--- config.mk ---
export PLATFORM = sky130hd
export DESIGN_NAME = acs_slice_array
export DESIGN_NICKNAME = d
export VERILOG_FILES = /design/src/rtl/acs_pkg.sv /design/src/rtl/acs_unit.sv /design/src/rtl/min_tree.sv /design/src/rtl/slice_seq.sv /design/src/rtl/acs_slice_array.sv
export SDC_FILE = /design/constraint.sdc
export NUM_CORES = 2
export LEC_CHECK = 0
export ABC_CLOCK_PERIOD_IN_PS = 21900
export BUFFER_PORTS_ARGS = -buffer_cell sky130_fd_sc_hd__buf_2
export CAP_MARGIN = 10
export CORE_MARGIN = 5
export CORE_UTILIZATION = 59
export CTS_CLUSTER_DIAMETER = 120
export CTS_CLUSTER_SIZE = 20
export DETAILED_ROUTE_END_ITERATION = 16
export HOLD_SLACK_MARGIN = 0.02
export PLACE_DENSITY = 0.88
export SYNTH_ARGS = -nofsm -noshare
export SYNTH_HDL_FRONTEND = slang
export SYNTH_SLANG_ARGS = --single-unit
--- constraint.sdc ---
create_clock -name clk -period 21.9 [get_ports clk]
set_clock_uncertainty 0.2 [all_clocks]
set_input_delay 4.38 -clock clk [delete_from_list [all_inputs] [get_ports clk]]
set_output_delay 4.38 -clock clk [all_outputs]
set_load 0.005 [all_outputs]
--- src/rtl/acs_pkg.sv ---
package acs_pkg;

    typedef enum logic {
        PH_FIRST  = 1'b0,
        PH_SECOND = 1'b1
    } phase_e;

    // Branch metric selector for the encoder register {u, pred}
    function automatic logic [1:0] branch_sel(input int unsigned reg_bits,
                                              input int unsigned g_a,
                                              input int unsigned g_b);
        logic ca;
        logic cb;
        ca = ^(reg_bits & g_a);
        cb = ^(reg_bits & g_b);
        return {ca, cb};
    endfunction

endpackage

--- src/rtl/acs_unit.sv ---
module acs_unit #(
    parameter int BMW = 5,
    parameter int PMW = 10
) (
    input  logic [PMW-1:0] pm_even,
    input  logic [PMW-1:0] pm_odd,
    input  logic [BMW-1:0] bm_even,
    input  logic [BMW-1:0] bm_odd,
    output logic [PMW-1:0] pm_out,
    output logic           pick_odd
);
    localparam int PADW = PMW - BMW;

    logic [PMW-1:0] cand_e;
    logic [PMW-1:0] cand_o;
    logic [PMW-1:0] diff;

    always_comb begin
        cand_e   = pm_even + {{PADW{1'b0}}, bm_even};
        cand_o   = pm_odd + {{PADW{1'b0}}, bm_odd};
        diff     = cand_o - cand_e;
        pick_odd = diff[PMW-1];
        pm_out   = pick_odd ? cand_o : cand_e;
    end
endmodule

--- src/rtl/min_tree.sv ---
module min_tree #(
    parameter int N   = 32,
    parameter int PMW = 10,
    parameter int IW  = $clog2(N)
) (
    input  logic [PMW-1:0] vals [N],
    output logic [IW-1:0]  idx,
    output logic [PMW-1:0] val
);
    logic [PMW-1:0] wv [N];
    logic [IW-1:0]  wi [N];

    always_comb begin
        for (int i = 0; i < N; i++) begin
            wv[i] = vals[i];
            wi[i] = IW'(i);
        end
        for (int st = 1; st < N; st = st * 2) begin
            for (int i = 0; i + st < N; i = i + 2 * st) begin
                logic [PMW-1:0] d;
                d = wv[i+st] - wv[i];
                if (d[PMW-1]) begin
                    wv[i] = wv[i+st];
                    wi[i] = wi[i+st];
                end
            end
        end
        idx = wi[0];
        val = wv[0];
    end
endmodule

--- src/rtl/slice_seq.sv ---
module slice_seq
    import acs_pkg::*;
(
    input  logic   clk,
    input  logic   rst_n,
    input  logic   step_valid,
    output phase_e phase,
    output logic   fire
);
    phase_e nxt;

    always_ff @(posedge clk or negedge rst_n) begin
        if (!rst_n) phase <= PH_FIRST;
        else        phase <= nxt;
    end

    always_comb begin
        nxt  = phase;
        fire = 1'b0;
        unique case (phase)
            PH_FIRST: begin
                if (step_valid) begin
                    fire = 1'b1;
                    nxt  = PH_SECOND;
                end
            end
            PH_SECOND: begin
                fire = 1'b1;
                nxt  = PH_FIRST;
            end
        endcase
    end
endmodule

--- src/rtl/acs_slice_array.sv ---
module acs_slice_array
    import acs_pkg::*;
#(
    parameter int K   = 7,
    parameter int G_A = 91,
    parameter int G_B = 121,
    parameter int BMW = 5,
    parameter int PMW = 10
) (
    input  logic                      clk,
    input  logic                      rst_n,
    input  logic                      step_valid,
    input  logic [3:0][BMW-1:0]       bm_i,
    output logic                      dec_valid,
    output logic                      dec_slice,
    output logic [(1<<(K-2))-1:0]     dec_bits,
    output logic [K-2:0]              best_state
);
    localparam int SW       = K - 1;
    localparam int NS       = 1 << SW;
    localparam int NU       = NS / 2;
    localparam int IW       = SW - 1;
    localparam logic [PMW-1:0] INIT_PM = PMW'(1) << (PMW - 2);

    phase_e          phase;
    logic            fire;
    logic [PMW-1:0]  pm_q  [NS];
    logic [PMW-1:0]  stage [NU];
    logic [PMW-1:0]  nm    [NU];
    logic [NU-1:0]   dec;
    logic [IW-1:0]   sl_idx;
    logic [PMW-1:0]  sl_val;
    logic [IW-1:0]   hold_idx;
    logic [PMW-1:0]  hold_val;
    logic [PMW-1:0]  cross_d;

    slice_seq u_seq (
        .clk        (clk),
        .rst_n      (rst_n),
        .step_valid (step_valid),
        .phase      (phase),
        .fire       (fire)
    );

    for (genvar j = 0; j < NU; j++) begin : g_unit
        localparam int PE = 2 * j;
        localparam int PO = 2 * j + 1;
        localparam logic [1:0] SE_LO = branch_sel(PE,      G_A, G_B);
        localparam logic [1:0] SE_HI = branch_sel(PE + NS, G_A, G_B);
        localparam logic [1:0] SO_LO = branch_sel(PO,      G_A, G_B);
        localparam logic [1:0] SO_HI = branch_sel(PO + NS, G_A, G_B);
        logic [BMW-1:0] bme;
        logic [BMW-1:0] bmo;
        assign bme = bm_i[(phase == PH_SECOND) ? SE_HI : SE_LO];
        assign bmo = bm_i[(phase == PH_SECOND) ? SO_HI : SO_LO];
        acs_unit #(.BMW(BMW), .PMW(PMW)) u_acs (
            .pm_even  (pm_q[PE]),
            .pm_odd   (pm_q[PO]),
            .bm_even  (bme),
            .bm_odd   (bmo),
            .pm_out   (nm[j]),
            .pick_odd (dec[j])
        );
    end

    min_tree #(.N(NU), .PMW(PMW), .IW(IW)) u_min (
        .vals (nm),
        .idx  (sl_idx),
        .val  (sl_val)
    );

    assign cross_d = sl_val - hold_val;

    always_ff @(posedge clk or negedge rst_n) begin
        if (!rst_n) begin
            for (int i = 0; i < NS; i++) pm_q[i] <= (i == 0) ? '0 : INIT_PM;
            for (int i = 0; i < NU; i++) stage[i] <= '0;
            dec_valid  <= 1'b0;
            dec_slice  <= 1'b0;
            dec_bits   <= '0;
            best_state <= '0;
            hold_idx   <= '0;
            hold_val   <= '0;
        end else begin
            dec_valid <= fire;
            if (fire) begin
                dec_bits  <= dec;
                dec_slice <= (phase == PH_SECOND);
                if (phase == PH_FIRST) begin
                    stage    <= nm;
                    hold_idx <= sl_idx;
                    hold_val <= sl_val;
                end else begin
                    for (int i = 0; i < NU; i++) begin
                        pm_q[i]      <= stage[i];
                        pm_q[i + NU] <= nm[i];
                    end
                    best_state <= cross_d[PMW-1] ? {1'b1, sl_idx} : {1'b0, hold_idx};
                end
            end
        end
    end
endmodule

==> flow_summary.yaml <==
yosys:
  syn-cell-area_sq_mm: 0.0802
  ys_seq_area_frac: 0.318
  ys.flop_type: "dfrtp_1"
  syn_area_per_cell_sq_um: 8.94
  synth_edf_count: 0
  synth_warnings: 0
  synthCells: 8966
  synthArstFlopShare: 1.00
  synth_nets: 9814
  ys_ff_latch: 1016
  yosysUniqueCellTypes: 119
sta:
  fmax_mhz: 47.8
  final_hold_viol_count: 0
  worstMarginPinSlew_ns: 1.18
  drv_slew: 0
  setup_viol: 0
  fin_crit_ns: 20.91
  period_share: 0.955
  fin_tns_setup_ns: 0
  relSlewSlack: 0.188
  hold_ws_ns: 0.280
route:
  routed_wl_um: 273000
  vias_per_cell: 6.48
  drcViolationCount: 0
  post_drt_wl_per_cell_um: 24.7
  vias: 71500
  drtIter0Drc: 6954
  ant_nets: 0
  dr.pass1.iters: 8
critical_path:
  critPathArrivalTime_ns: 21.31
  r2r-end: "best_state[0]$_DFFE_PN0P_"
  critPathMaxStageDelay_ns: 0.44
  critPathRequiredTime_ns: 22.29
  critPathCaptureType: "register"
  rrSetupSlack_ns: 3.52
  cp_max_fo: 15
  cpMaxStageDelayCell: "a2111oi_0"
  cp-start-kind: "primary input"
  critical_path_class: "primary input to register"
  reg2reg_from: "u_seq.phase$_DFF_PN0_"
  r2r_cells: 87
  critPathLaunch: "bm_i[11]"
global_routing:
  grt_max_degree: 202
  track_usage: 0.370
  grt_pass1_vias: 68700
  grt_pass1_wl_um: 409000
  gr-total-overflow: 0
  grt_antenna_before_repair: 9
clock_tree:
  clock_latency_ns: 0.73
  root_buffer: "clkbuf_16"
  htreeDepth: 2
  path_clk_slew_ns: 0.09
  cts_buffers: 57
  cts_tree: "built"
  clockBufferDepth: 3
  cts_sinks: 1016
  cts_hold_buf: 0
finish:
  layout.cells.non_filler: 11000
  final_common_cell: "dfrtp_1"
  synthToLayoutAreaGrowth_pct: 8.69
  finish.utilization: 0.644
  final_cell_mix: "952 x dfrtp_1, 904 x nand2_1, 775 x nor2_1"
  num-nets-final: 10100
  layout-drive-gt1-share: 0.143
floorplanning:
  dieArea_sq_mm: 0.143
  start_util: 0.593
  ioPinCount: 63
  core-area_sq_mm: 0.135
  rows: 135
  fp.dieW_um: 379
  die_h_um: 379
min_path:
  holdCritStartpoint: "stage[107]$_DFFE_PN0P_"
  min_to: "stage[107]$_DFFE_PN0P_"
  hold_class: "register to register"
  min_path_cells: 2
placement:
  port_buffers: 62
  dpl.hpwl_um: 211000
  dpl.cell_count: 10900
  place.gp.congestion: 1.01
run:
  drv_cap: 0
run_status:
  status: "complete, no violations"
[cells by family after synthesis]
kind of cell               count (synthesis)  synth area share
and+or+nand+nor                         2640             0.155
AOI/OAI and AO/OA                       2439             0.195
DFF                                     1016             0.318
adders and majority gates                847             0.138
muxes                                    793             0.107
buffers and inverters                    787            0.0376
xor gates and xnor gates                 444            0.0506
[sequential cells by signal (all words and copies together), names as in the netlist]
name	count
pm_q	640
best_state	6
dec_valid	1
dec_slice	1
u_seq.phase	1
stage	320
hold_val	10
dec_bits	32
hold_idx	5
[worst max-delay path, delay by kind of cell]
| family | cells | cell delay (ns) |
|---|---|---|
| mux | 9 | 2.37 |
| xor+xnor | 8 | 1.85 |
| compound gates | 33 | 6.38 |
| simple gates | 18 | 2.06 |
| fa+ha+maj | 8 | 2.42 |
| buf+inv | 12 | 1.85 |
[cells in the mapped netlist (all sizes together) (23+ instances only)]
master     n  area, sq um
a2111oi   24          241
a211o     38          333
a211oi   132         1030
a21o     196         1470
a21oi    691         3470
a221o     27          270
a31oi     52          325
and2      67          419
and3      38          238
buf       50          245
clkbuf   265          996
dfrtp    953        23800
dfstp     63         1660
fa        64         1280
ha       761         9520
inv      470         1760
mux2     492         5540
mux2i    301         3020
nand2    904         3390
nand2b   105          657
nand3    177          886
nand4    133          832
nor2     782         2940
nor2b    100          626
nor3      58          295
nor3b     91          683
o2111ai   43          377
o211a     26          260
o211ai   100          761
o21a     107          803
o21ai    688         3440
o21bai    25          188
o31a      26          228
o31ai     36          289
o41ai     23          209
or2       40          250
xnor2    258         2340
xor2     181         1600
[layer usage]
| metal | track usage | part of all wire | up-vias |
|---|---|---|---|
| li1 | - | - | 32800 |
| met1 | 0.472 | 0.40 | 34900 |
| met2 | 0.583 | 0.45 | 3059 |
| met3 | 0.0695 | 0.085 | 765 |
| met4 | 0.231 | 0.074 | 8 |
| met5 | 0 | 0.00022 | - |
[what timing repair did]
item                       in CTS  in global routing
setup buffers                   0                 13
setup endpoints to repair       0                  6
resized for setup               0                 97
hold endpoints to repair        0                  0
[per-stage QoR]
stage,worst slack (ns),instance area (sq um)
final,0.986,87100
after global routing,-0.0453,87100
after CTS,0.487,86600
after detailed placement,-0.206,84900
after global placement,0.0550,84900
after floorplan,0.114,80200
[worst max-delay path by stage]
stage	slack, ns	endpoint	cells past startpoint
final	0.99	best_state[0]$_DFFE_PN0P_	88
after global routing	-0.05	best_state[0]$_DFFE_PN0P_	93
after CTS	0.49	best_state[0]$_DFFE_PN0P_	85
after detailed placement	-0.21	best_state[4]$_DFFE_PN0P_	90
after global placement	0.06	best_state[0]$_DFFE_PN0P_	85
after floorplan	0.11	best_state[4]$_DFFE_PN0P_	89
[cell type report]
type | instances | area [sq um]
Inverter | 472 | 1780
Sequential cell | 1016 | 25500
Tap cell | 1781 | 2230
Multi-Input combinational cell | 7163 | 52100
Clock buffer | 95 | 1620
Fill cell | 11100 | 48200
Clock inverter | 6 | 65.1
Antenna cell | 6 | 15.0
Timing Repair Buffer | 495 | 3800
Power is left out: the tool's default activity adds up to more than one toggle a clock period on the data nets, which glitch-free logic cannot reach.
